--- src/rtl/fcs_pkg.sv ---
package fcs_pkg;

  // Strobes from the sequencer to the datapath, valid for the current cycle
  typedef struct packed {
    logic accept;    // an input byte is taken this cycle
    logic endFrame;  // the byte taken is the frame's final payload byte
    logic emit;      // a trailer byte is sent this cycle
    logic emitLast;  // the trailer byte sent is the final one
  } fcsStrobes_t;

endpackage

--- src/rtl/crc_byte_update.sv ---
// Combinational CRC advance over one data word, least significant bit first.
module crc_byte_update #(
  parameter int CRC_W = 32,
  parameter int DATA_W = 8,
  parameter logic [CRC_W-1:0] POLY = 32'hEDB8_8320
) (
  input  logic [CRC_W-1:0]  crcIn,
  input  logic [DATA_W-1:0] dataIn,
  output logic [CRC_W-1:0]  crcOut
);

  logic [CRC_W-1:0] stage [DATA_W+1];

  assign stage[0] = crcIn;

  // One serial step per data bit; the chain collapses into an XOR tree.
  for (genvar i = 0; i < DATA_W; i++) begin : g_step
    logic feedback;
    assign feedback     = stage[i][0] ^ dataIn[i];
    assign stage[i + 1] = (stage[i] >> 1) ^ (feedback ? POLY : '0);
  end

  assign crcOut = stage[DATA_W];

endmodule

--- src/rtl/fcs_ctrl.sv ---
// Sequencer: pass-through state and trailer countdown.
module fcs_ctrl
  import fcs_pkg::*;
#(
  parameter int FCS_BYTES = 4
) (
  input  logic        clk,
  input  logic        rstN,
  input  logic        inValid,
  input  logic        inLast,
  output logic        inReady,
  output fcsStrobes_t strb
);

  localparam int CNT_W = (FCS_BYTES > 1) ? $clog2(FCS_BYTES) : 1;
  localparam logic [CNT_W-1:0] LAST_IDX = CNT_W'(FCS_BYTES - 1);

  typedef enum logic {ST_PASS, ST_TAIL} seqState_t;

  seqState_t        state;
  logic [CNT_W-1:0] tailCnt;

  assign inReady       = (state == ST_PASS);
  assign strb.accept   = inValid && inReady;
  assign strb.endFrame = strb.accept && inLast;
  assign strb.emit     = (state == ST_TAIL);
  assign strb.emitLast = strb.emit && (tailCnt == LAST_IDX);

  always_ff @(posedge clk or negedge rstN) begin
    if (!rstN) begin
      state   <= ST_PASS;
      tailCnt <= '0;
    end else if (state == ST_PASS) begin
      if (strb.endFrame) begin
        state   <= ST_TAIL;
        tailCnt <= '0;
      end
    end else if (tailCnt == LAST_IDX) begin
      state   <= ST_PASS;
      tailCnt <= '0;
    end else begin
      tailCnt <= tailCnt + 1'b1;
    end
  end


  ready_drop_chk: assert property (@(posedge clk) disable iff (!rstN)
    (inValid && inReady && inLast) |=> !inReady);


  tail_hold_chk: assert property (@(posedge clk) disable iff (!rstN)
    (!inReady && tailCnt != LAST_IDX) |=> !inReady);


  tail_release_chk: assert property (@(posedge clk) disable iff (!rstN)
    (!inReady && tailCnt == LAST_IDX) |=> inReady);

endmodule

--- src/rtl/fcs_datapath.sv ---
// Running CRC, trailer holding register and registered output stage.
module fcs_datapath
  import fcs_pkg::*;
#(
  parameter int CRC_W = 32,
  parameter int DATA_W = 8,
  parameter logic [CRC_W-1:0] POLY = 32'hEDB8_8320,
  parameter logic [CRC_W-1:0] INIT = 32'hFFFF_FFFF,
  parameter logic [CRC_W-1:0] XOROUT = 32'hFFFF_FFFF
) (
  input  logic              clk,
  input  logic              rstN,
  input  fcsStrobes_t       strb,
  input  logic [DATA_W-1:0] inData,
  output logic [DATA_W-1:0] outData,
  output logic              outValid,
  output logic              outLast
);

  logic [CRC_W-1:0] crcReg;
  logic [CRC_W-1:0] crcNext;
  logic [CRC_W-1:0] fcsHold;

  crc_byte_update #(
    .CRC_W (CRC_W),
    .DATA_W(DATA_W),
    .POLY  (POLY)
  ) u_crc (
    .crcIn (crcReg),
    .dataIn(inData),
    .crcOut(crcNext)
  );

  always_ff @(posedge clk or negedge rstN) begin
    if (!rstN) begin
      crcReg   <= INIT;
      fcsHold  <= '0;
      outData  <= '0;
      outValid <= 1'b0;
      outLast  <= 1'b0;
    end else if (strb.accept) begin
      outData  <= inData;
      outValid <= 1'b1;
      outLast  <= 1'b0;
      if (strb.endFrame) begin
        fcsHold <= crcNext ^ XOROUT;
        crcReg  <= INIT;
      end else begin
        crcReg  <= crcNext;
      end
    end else if (strb.emit) begin
      outData  <= fcsHold[DATA_W-1:0];
      fcsHold  <= fcsHold >> DATA_W;
      outValid <= 1'b1;
      outLast  <= strb.emitLast;
    end else begin
      outValid <= 1'b0;
      outLast  <= 1'b0;
    end
  end


  pass_through_chk: assert property (@(posedge clk) disable iff (!rstN)
    strb.accept |=> (outValid && !outLast && outData == $past(inData)));


  crc_restart_chk: assert property (@(posedge clk) disable iff (!rstN)
    strb.endFrame |=> (crcReg == INIT));


  idle_hold_chk: assert property (@(posedge clk) disable iff (!rstN)
    (!strb.accept && !strb.emit) |=> (!outValid && $stable(crcReg)));


  last_valid_chk: assert property (@(posedge clk) disable iff (!rstN)
    outLast |-> outValid);

endmodule

--- src/rtl/fcs_appender.sv ---
// Thin top: sequencer plus datapath.
module fcs_appender
  import fcs_pkg::*;
#(
  parameter int CRC_W = 32,
  parameter int DATA_W = 8,
  parameter logic [CRC_W-1:0] POLY = 32'hEDB8_8320,
  parameter logic [CRC_W-1:0] INIT = 32'hFFFF_FFFF,
  parameter logic [CRC_W-1:0] XOROUT = 32'hFFFF_FFFF
) (
  input  logic              clk,
  input  logic              rstN,
  input  logic [DATA_W-1:0] inData,
  input  logic              inValid,
  input  logic              inLast,
  output logic              inReady,
  output logic [DATA_W-1:0] outData,
  output logic              outValid,
  output logic              outLast
);

  localparam int FCS_BYTES = CRC_W / DATA_W;

  fcsStrobes_t strb;

  fcs_ctrl #(
    .FCS_BYTES(FCS_BYTES)
  ) u_ctrl (
    .clk    (clk),
    .rstN   (rstN),
    .inValid(inValid),
    .inLast (inLast),
    .inReady(inReady),
    .strb   (strb)
  );

  fcs_datapath #(
    .CRC_W (CRC_W),
    .DATA_W(DATA_W),
    .POLY  (POLY),
    .INIT  (INIT),
    .XOROUT(XOROUT)
  ) u_dp (
    .clk     (clk),
    .rstN    (rstN),
    .strb    (strb),
    .inData  (inData),
    .outData (outData),
    .outValid(outValid),
    .outLast (outLast)
  );

endmodule

--- config.mk ---
export PLATFORM = sky130hd
export DESIGN_NAME = fcs_appender
export DESIGN_NICKNAME = d
export VERILOG_FILES = /design/src/rtl/fcs_pkg.sv /design/src/rtl/crc_byte_update.sv /design/src/rtl/fcs_ctrl.sv /design/src/rtl/fcs_datapath.sv /design/src/rtl/fcs_appender.sv
export SDC_FILE = /design/constraint.sdc
export NUM_CORES = 1
export LEC_CHECK = 0
export ABC_AREA = 1
export BUFFER_PORTS_ARGS = -buffer_cell sky130_fd_sc_hd__buf_2
export CAP_MARGIN = 20
export CORE_MARGIN = 5
export CORE_UTILIZATION = 30
export CTS_CLUSTER_SIZE = 16
export DETAILED_ROUTE_END_ITERATION = 7
export SLEW_MARGIN = 0
export SYNTH_ARGS = -nofsm -noshare
export SYNTH_HDL_FRONTEND = slang
export SYNTH_HIERARCHICAL = 1
export SYNTH_SLANG_ARGS = --single-unit
--- constraint.sdc ---
create_clock -name clk -period 2.4 [get_ports clk]
set_clock_uncertainty 0.1 [all_clocks]
set_input_delay 0.12 -clock clk [delete_from_list [all_inputs] [get_ports clk]]
set_output_delay 0.12 -clock clk [all_outputs]
set_load 0.05 [all_outputs]
---- Yosys cells after proc, flatten, opt, wreduce, memory -nomap -nowiden ----
Index checks and enable logic that the tools add are counted.
word-level totals
  register bits ........................... 77
  bits of input ports ..................... 12
  output and inout port bits .............. 11
  word-level logic and storage cells ...... 58
operators by class
  $add $sub $neg .......................... 1
  eq/ne operators ......................... 2
  muxes and demuxes ....................... 24
  bitwise operators ....................... 18
  reductions and logical operators ........ 6
operators by type and width
  kind                                                           count
  32-bit 2-to-1 mux                                              12
  31-bit by 32-bit bitwise XOR with 32-bit output                8
  32-bit NOT                                                     1
  8-bit 2-to-1 mux                                               2
  1-bit bitwise XOR                                              8
  1-bit 2-to-1 mux                                               7
  2-bit 2-to-1 mux                                               3
  2-bit nonzero test                                             2
  1-bit logical AND                                              3
  2-bit by 1-bit adder with 2-bit output, second input constant  1
  2-bit == test, second input constant                           1
  2-bit != test, second input constant                           1
  2-bit AND reduction                                            1
  1-bit NOT                                                      1

---- Longest topological paths before layout ----
Gate-level depths: netlist of run 1.
  depth in word-level cells ............... 27
  depth in mapped cells ................... 16
  depth with buffers taken out ............ 16

---- Modules after synthesis ----
Netlist of run 1, hierarchy kept.
modules (own cells, without submodules)
  module           times used  cells each  area an instance (µm²)  sequential area each (µm²)
  fcs_datapath     1           405         3345.7                  1891.8
  crc_byte_update  1           214         1281.2                  0.0
  fcs_ctrl         1           21          166.4                   75.1

---- Worst setup path before layout of run 1 ----
No wires, ideal clock.
  path type ............................... reg-to-reg
  from .................................... reg u_dp.crcReg[1]
  to ...................................... reg u_dp.fcsHold[25]
  setup time .............................. 0.065 ns
  data arrival time ....................... 1.566 ns
  data required time ...................... 2.235 ns
  slack ................................... 0.669 ns
  cell stages (with the launch flop) ...... 14
  path buffers ............................ 0
  period minus slack after synthesis ...... 1.731 ns
  cell sequence ........................... dfstp_2 -> inv_1 -> nand2_1 -> nand2_4 -> nand2_1 -> nand2_4 -> inv_4 -> nand2_1 -> nand2_1 -> nand2_1 -> nand2_1 -> inv_1 -> or2_2 -> nand2_1
on the way
  longest elaborated chain between the ends .. 13
RTL lines
  element                                                        line                   source
  from (decl)                                                    fcs_datapath.sv:20     logic [CRC_W-1:0] crcReg;
  from (signal assigned)                                         fcs_datapath.sv:49     crcReg <= crcNext;
  31-bit by 32-bit bitwise XOR with 32-bit output                crc_byte_update.sv:20  assign stage[i + 1] = (stage[i] >> 1) ^ (feedback ? POLY : '0);
  1-bit bitwise XOR                                              crc_byte_update.sv:19  assign feedback = stage[i][0] ^ dataIn[i];
  32-bit 2-to-1 mux                                              crc_byte_update.sv:20
  31-bit by 32-bit bitwise XOR with 32-bit output (7 in series)  crc_byte_update.sv:20
  named net u_dp.crcNext[25]                                     fcs_datapath.sv:21     logic [CRC_W-1:0] crcNext;
  32-bit NOT (no line)                                           --
  32-bit 2-to-1 mux                                              fcs_datapath.sv:45     if (strb.endFrame) begin
  32-bit 2-to-1 mux                                              fcs_datapath.sv:41     end else if (strb.accept) begin
  to (signal assigned)                                           fcs_datapath.sv:46     fcsHold <= crcNext ^ XOROUT;
  to (signal assigned)                                           fcs_datapath.sv:53     fcsHold <= fcsHold >> DATA_W;
  to (decl)                                                      fcs_datapath.sv:22     logic [CRC_W-1:0] fcsHold;
The timed path passes the listed nets, and every way through them passes these cells. The select of a mux whose other input is x is not followed.
A chain may end at the register's enable or synchronous reset.

---- Final worst setup path of run 1 ----
  from .................................... reg u_dp.crcReg[3]
  to ...................................... reg u_dp.fcsHold[20]
on the way
  longest elaborated chain between the ends .. 13
RTL lines
  element                                                        line
  31-bit by 32-bit bitwise XOR with 32-bit output (3 in series)  crc_byte_update.sv:20
  1-bit bitwise XOR                                              crc_byte_update.sv:19
  32-bit 2-to-1 mux                                              crc_byte_update.sv:20
  31-bit by 32-bit bitwise XOR with 32-bit output (5 in series)  crc_byte_update.sv:20
  named net u_dp.crcNext[20]                                     fcs_datapath.sv:21
  32-bit NOT (no line)                                           --
  32-bit 2-to-1 mux                                              fcs_datapath.sv:45
  32-bit 2-to-1 mux                                              fcs_datapath.sv:41
The timed path passes the listed nets, and every way through them passes these cells. The select of a mux whose other input is x is not followed.

==> results of run 1 <==
-- registers in the layout, indices dropped and copies added (netlist names) --
| name | cells |
|---|---|
| u_dp/fcsHold | 32 |
| u_ctrl/state | 1 |
| u_dp/outValid | 1 |
| u_ctrl/tailCnt | 2 |
| u_dp/outData | 8 |
| u_dp/crcReg | 32 |
| u_dp/outLast | 1 |
-- per-stage QoR --
stage | setup WS (ns) | std cells
3_5_place_dp | 0.4320 | 863
2_1_floorplan | 0.6693 | 640
4_1_cts | 0.3951 | 888
3_3_place_gp | 0.4046 | 863
5_1_grt | 0.2276 | 888
6_report | 0.4253 | 888
-- logic make-up (layout without fill, tap and decap cells) --
family                     after synthesis  in the layout  share of synthesized area [%]
DFF                                     77             77                          41.03
xor gates and xnor gates                46             46                          9.423
and+or+nand+nor                        387            387                          36.13
adders and majority gates                1              1                         0.2610
AOI/OAI and AO/OA                       33             33                          3.524
buffers and inverters                   96            128                          9.632
-- final timing paths --
path                                       start          endpoint  slack [ns]  depth (start not counted)
worst max-delay path              u_dp/crcReg[3]  u_dp/fcsHold[20]        0.43                         15
max in group asynchronous                   rstN    u_dp/crcReg[1]        1.37                          3
worst min-delay path                   inData[0]   u_dp/outData[0]      -0.002                          3
worst min register to register  u_dp/fcsHold[28]  u_dp/fcsHold[28]        0.37                          2
min in group asynchronous                   rstN  u_dp/fcsHold[17]        0.19                          2
worst max register to register    u_dp/crcReg[3]  u_dp/fcsHold[20]        0.43                         15
-- layout make-up --
cell class                      instances  area, um^2  share of cell area (%)
Sequential cell                        77        1967                   35.82
Multi-Input combinational cell        467        2370                   43.15
Timing Repair Buffer                   39       275.3                   5.013
Tap cell                              216       270.3                   4.921
Clock buffer                           11       242.7                   4.420
Inverter                               73       284.0                   5.172
Clock inverter                          5       82.58                   1.504
-- critical path: stages, from the launching register on --
cell	delay, ns
dfstp_2	0.55
nand2_1	0.07
nand2_2	0.14
nand2_1	0.14
nand2_4	0.12
nand2_2	0.08
nand2_2	0.11
nand2_1	0.10
nand2_1	0.07
nand2_1	0.05
nand2_1	0.07
inv_1	0.04
nand2_1	0.07
nand2_1	0.05
nand2_1	0.05
nand2_1	0.06
-- power by group --
part,internal [W],switching [W]
logic,0.00151,0.00306
clock network,0.000943,0.000542
registers,0.00200,0.000342
-- per-layer routing --
| layer | GRT usage [%] | up-vias |
|---|---|---|
| li1 | - | 1995 |
| met1 | 17.60 | 1812 |
| met2 | 23.20 | 49 |
| met3 | 2.443 | 13 |
| met4 | 4.815 | 0 |
| met5 | 0 | - |
-- layout by cell type (no fill, tap or decap), types with 3 or more instances in the layout --
cell type      instances
a21oi_1                8
buf_2                 21
buf_4                  8
clkbuf_16              9
dfrtp_1               45
dfstp_2               32
dlygate4sd3_1          9
inv_1                 67
inv_4                  4
nand2_1              282
nand2_2               15
nand2_4               16
nand3_1               55
nand3_2                3
nor2_1                11
o21ai_0               24
xnor2_1               10
xor2_1                31
==> impl_metrics.py, run 1 <==
metrics = {
    "run_status": {
        "status": "finished with violations",
        "failed_checks": "hold timing",
    },
    "global_routing": {
        "antenna_found_initial": 0,
        "grt_first_pass_wirelength_um": 19930,
        "grt_use_total_pct": 13.72,
        "grt_max_degree": 45,
        "grt_pass1_vias": 3990,
        "grt-ovfl-total": 0,
    },
    "timing": {
        "fin_setup_tns_ns": 0,
        "slew_viol_final": 0,
        "rsz0062_at_grt": "false",
        "final_hold_viol_count": 1,
        "fin_crit_ns": 1.975,
        "worst_pin_slew_ns": 0.4630,
        "period_share_pct": 82.28,
        "setup_viol": 0,
        "whs_ns": -0.001785,
        "max_freq_mhz": 506.4,
        "maxSlewHeadroom_pct": 69.13,
    },
    "setup_path": {
        "startpoint_type": "flop",
        "cp_max_fo": 4,
        "worstSetupPathType": "reg -> reg",
        "crit_required_ns": 2.53,
        "worstSetupEndpointType": "flop",
        "arrival_ns": 2.10,
    },
    "place": {
        "dp.final_hpwl_um": 8399,
        "gp_congestion": 0.8816,
        "dpl-instance-area_um2": 5076,
        "io_buffers": 22,
    },
    "drt": {
        "wl_per_cell_um": 13.16,
        "drt-total-wl_um": 11690,
        "via_per_inst": 4.357,
        "drt-initial-drc-count": 232,
        "top_layer_used": "met4",
        "antenna_left": 0,
        "wl_met3_um": 347,
        "num_vias": 3869,
        "wl_met1_um": 5498,
        "first_pass_iters": 6,
        "drc": 0,
        "dr_wl_met2_um": 5636,
    },
    "logic_synthesis": {
        "synth_edf_count": 0,
        "synth_most_common_cell": "nand2_1",
        "synth-main-ff-cell": "dfrtp_1",
        "synth_area_um2": 4793,
        "yosys-top-cells-count": "282 x nand2_1, 67 x inv_1, 55 x nand3_1",
        "synth_top_area_cell": "dfrtp_1",
        "synth-seq-cells": 77,
        "yosysWarnings": 6,
        "netlist-cell-type-count": 30,
        "synthTopCellsByArea": "dfrtp_1 23%, nand2_1 22%, dfstp_2 18%",
        "yosys.area.top_type_share_pct": 23.49,
        "synth_nets": 653,
        "ys_seq_area_share_pct": 41.03,
        "syn_area_per_cell_um2": 7.490,
        "synth-async-reset-ratio_pct": 100.0,
        "synthCells": 640,
    },
    "cts": {
        "root_buffer": "clkbuf_16",
        "ctsHtreeMaxLevel": 3,
        "cts_made_buffers": 9,
        "ctsHoldBuffers": 9,
        "clk_pin_slew_ns": 0.06,
        "clock-sinks": 77,
        "cts_tree": "done",
        "postCtsSetupBuffers": 0,
        "clock_path_buffers": 2,
        "worstSkewPairLatency_ns": 0.34,
        "ctsResizeCount": 0,
    },
    "flow_run": {
        "drv_cap": 0,
    },
    "floorplan": {
        "start_util_pct": 30.40,
        "die_area_um2": 18610,
        "die_x_um": 136.4,
        "rows": 46,
        "pin_count": 23,
        "core_area_um2": 15770,
        "die_h_um": 136.4,
    },
    "hold_path": {
        "hp-class": "in -> reg",
    },
    "finish": {
        "n_antenna_cell": 0,
        "final_core_util_pct": 34.82,
        "postLayoutCellArea_um2": 5492,
        "drive_above_1_share_pct": 19.05,
        "final_net_count": 680,
        "syn_to_final_growth_pct": 14.57,
        "fillCellCount": 1694,
    },
    "power": {
        "finalPower_w": 0.008402,
        "ir_drop_mv": 0.4122,
        "p_leak_nw": 3.025,
        "power.density_nw_per_um2": 1530,
    },
}
Note: power is estimated with default switching activity, not from simulation.
==> run 2, diff against run 1 <==
Settings changed: ABC_AREA 1 to 0.
Clock period 2.4 ns to 1.9 ns, I/O delays scaled along.
==> run 2 against run 1 <==
  * The run ends with setup timing left
  * Utilization is 3.5 points higher
  * Final cell count is 17% lower
  * Critical path depth is 6 lower
  * Flip-flop and latch count stayed put
  * Non-clock buffer count is 40 higher
  * Sequential share of layout area is 3.3 points lower
  * Die area is 0.75% higher
  * Hold slack better by 0.060 ns
==> impl_metrics.py, run 2 <==
metrics = {
    "hold_path": {
        "min_delay_worst_endpoint": "u_ctrl/tailCnt[0]",
        "hp-class": "in -> reg",
        "hold-path-cell-count": 3,
        "hp-start": "inLast",
    },
    "finish": {
        "drive_above_1_share_pct": 34.67,
        "stdcell_count": 738,
        "final_core_util_pct": 38.28,
        "final_common_cell": "nor2_1",
        "syn_to_final_growth_pct": 25.40,
        "reg_top3": "u_dp/crcReg x32, u_dp/fcsHold x32, u_dp/outData x8",
        "n_antenna_cell": 0,
        "mostFrequentLayoutCells": "53 x nor2_1, 50 x a21oi_1, 44 x dfrtp_1",
        "final_net_count": 530,
    },
    "logic_synthesis": {
        "netlist-cell-type-count": 41,
        "synth_area_um2": 4832,
        "synthCells": 462,
        "synth_top_area_cell": "dfrtp_1",
        "synthTopCellsByArea": "dfrtp_1 23%, dfstp_2 17%, a211oi_2 5.7%",
        "yosysWarnings": 6,
        "ys_seq_area_share_pct": 40.70,
        "synth-seq-cells": 77,
        "synth_most_common_cell": "nor2_1",
        "synth_edf_count": 0,
        "synth_nets": 475,
        "yosys.area.top_type_share_pct": 23.30,
        "syn_area_per_cell_um2": 10.46,
        "yosys-top-cells-count": "57 x nor2_1, 52 x a21oi_1, 45 x dfrtp_1",
        "synth-async-reset-ratio_pct": 100.0,
        "synth-main-ff-cell": "dfrtp_1",
    },
    "global_routing": {
        "grt_max_degree": 66,
        "antenna_found_initial": 0,
        "grt_pass1_vias": 3405,
        "grt_use_total_pct": 12.39,
        "grt-ovfl-total": 0,
        "grt_first_pass_wirelength_um": 18050,
    },
    "cts": {
        "clock_path_buffers": 2,
        "worstSkewPairLatency_ns": 0.34,
        "cts_made_buffers": 9,
        "clock-sinks": 77,
        "ctsHtreeMaxLevel": 3,
        "root_buffer": "clkbuf_16",
        "cts_tree": "done",
        "clk_pin_slew_ns": 0.06,
    },
    "drt": {
        "via_per_inst": 4.593,
        "first_pass_iters": 4,
        "drc": 0,
        "wl_per_cell_um": 14.56,
        "drt-initial-drc-count": 182,
        "num_vias": 3390,
        "antenna_left": 0,
        "drt-total-wl_um": 10750,
    },
    "timing": {
        "setup_viol": 24,
        "final_hold_viol_count": 0,
        "fin_ws_ns": -0.1222,
        "max_freq_mhz": 494.5,
        "fin_crit_ns": 2.022,
        "rsz0062_at_grt": "true",
        "slew_viol_final": 0,
        "maxSlewHeadroom_pct": 67.29,
        "period_share_pct": 106.4,
        "fin_setup_tns_ns": -1.594,
        "worst_pin_slew_ns": 0.4907,
    },
    "place": {
        "gp_congestion": 0.8014,
        "dp.final_hpwl_um": 7224,
        "numPlacedInstances": 702,
        "io_buffers": 22,
        "dpl_worst_slack_ns": -0.1961,
    },
    "floorplan": {
        "die_x_um": 136.9,
        "die_area_um2": 18750,
        "rows": 46,
        "die_h_um": 136.9,
        "pin_count": 23,
        "core_area_um2": 15830,
        "start_util_pct": 30.53,
    },
    "setup_path": {
        "arrival_ns": 2.19,
        "worstSetupPathType": "reg -> reg",
        "timing.rr.end": "u_dp/fcsHold[4]",
        "cp_max_fo": 4,
        "reg2reg_from": "u_dp/crcReg[3]",
        "worstSetupEndpointType": "flop",
        "max_stage_delay_ns": 0.58,
        "startpoint_type": "flop",
        "crit_path_top_delay_cell": "dfstp_2",
        "reg2reg_slack_ns": -0.12,
        "cpMostUsedCell": "buf_6",
        "reg2reg_depth": 9,
        "critical-path-top-delay-family": "flip-flops",
        "crit_required_ns": 2.07,
        "path_buf_inv": 3,
        "cp_cell_sequence": "xnor2_4, buf_6, xnor2_4, buf_6, buf_6, xnor3_1, nand2_1, o21ai_0, a21oi_1",
    },
    "flow_run": {
        "drv_cap": 0,
    },
    "run_status": {
        "failed_checks": "setup timing",
        "status": "finished with violations",
    },
}
[run 2: cell families after synthesis]
group / count (synthesis) / share of synthesized area, %
xor+xnor: 65 / 19.99
buf+inv: 37 / 5.723
mux: 8 / 1.657
flops: 77 / 40.70
fa+ha+maj: 1 / 0.2589
simple gates: 144 / 14.14
compound gates: 130 / 17.53
[run 2: worst reg2reg max path: cells and delay by family (launching register included)]
kind | cells | cell delay, ns
AO/OA/AOI/OAI | 2 | 0.21
XOR/XNOR | 3 | 0.58
buffers and inverters | 3 | 0.39
flip-flops | 1 | 0.58
AND/OR/NAND/NOR | 1 | 0.09
[run 2: metrics by stage]
step | hold WS, ns | instance area [um^2]
6_report | 0.05825 | 6060
5_1_grt | 0.08285 | 6060
4_1_cts | 0.05020 | 5863
3_5_place_dp | -0.005346 | 5355
3_3_place_gp | -0.01114 | 5355
2_1_floorplan | -0.3006 | 4866
[run 2: timing repair]
item,in CTS,in global routing
buffers inserted,7,6
gates cloned,0,0
endpoints found under the hold margin,42,0
gates resized for setup,15,30
hold buffers,9,0
setup endpoints to repair,35,42
pin swaps,16,26
[run 2: area by class of cell]
| type | count | area (um^2) |
|---|---|---|
| clock inverter | 2 | 10.01 |
| fill | 1539 | 9768 |
| clock buffer | 14 | 254.0 |
| sequential | 77 | 1968 |
| tap | 216 | 270.3 |
| timing repair buffer | 79 | 695.7 |
| multi-input combinational | 348 | 2854 |
| inverter | 2 | 7.507 |
[run 2: worst max-delay path by stage]
stage | start | end | depth (start not counted)
CTS | u_dp/crcReg[6] | u_dp/fcsHold[25] | 6
global route | u_dp/crcReg[3] | u_dp/fcsHold[4] | 9
floorplan | u_dp/crcReg[4] | u_dp/fcsHold[5] | 6
global placement | u_dp/crcReg[3] | u_dp/fcsHold[19] | 7
finish | u_dp/crcReg[3] | u_dp/fcsHold[4] | 9
detailed placement | u_dp/crcReg[3] | u_dp/fcsHold[19] | 7
[run 2: routing by layer]
metal	part of all wire, %	global-route usage, %
met3	4.3	3.419
met5	0	0
met4	1.1	3.160
met2	48	19.41
met1	47	16.98
Power of run 2 is not shown: default switching activity piles up to over one toggle a cycle in this logic, so the estimate is an artifact.
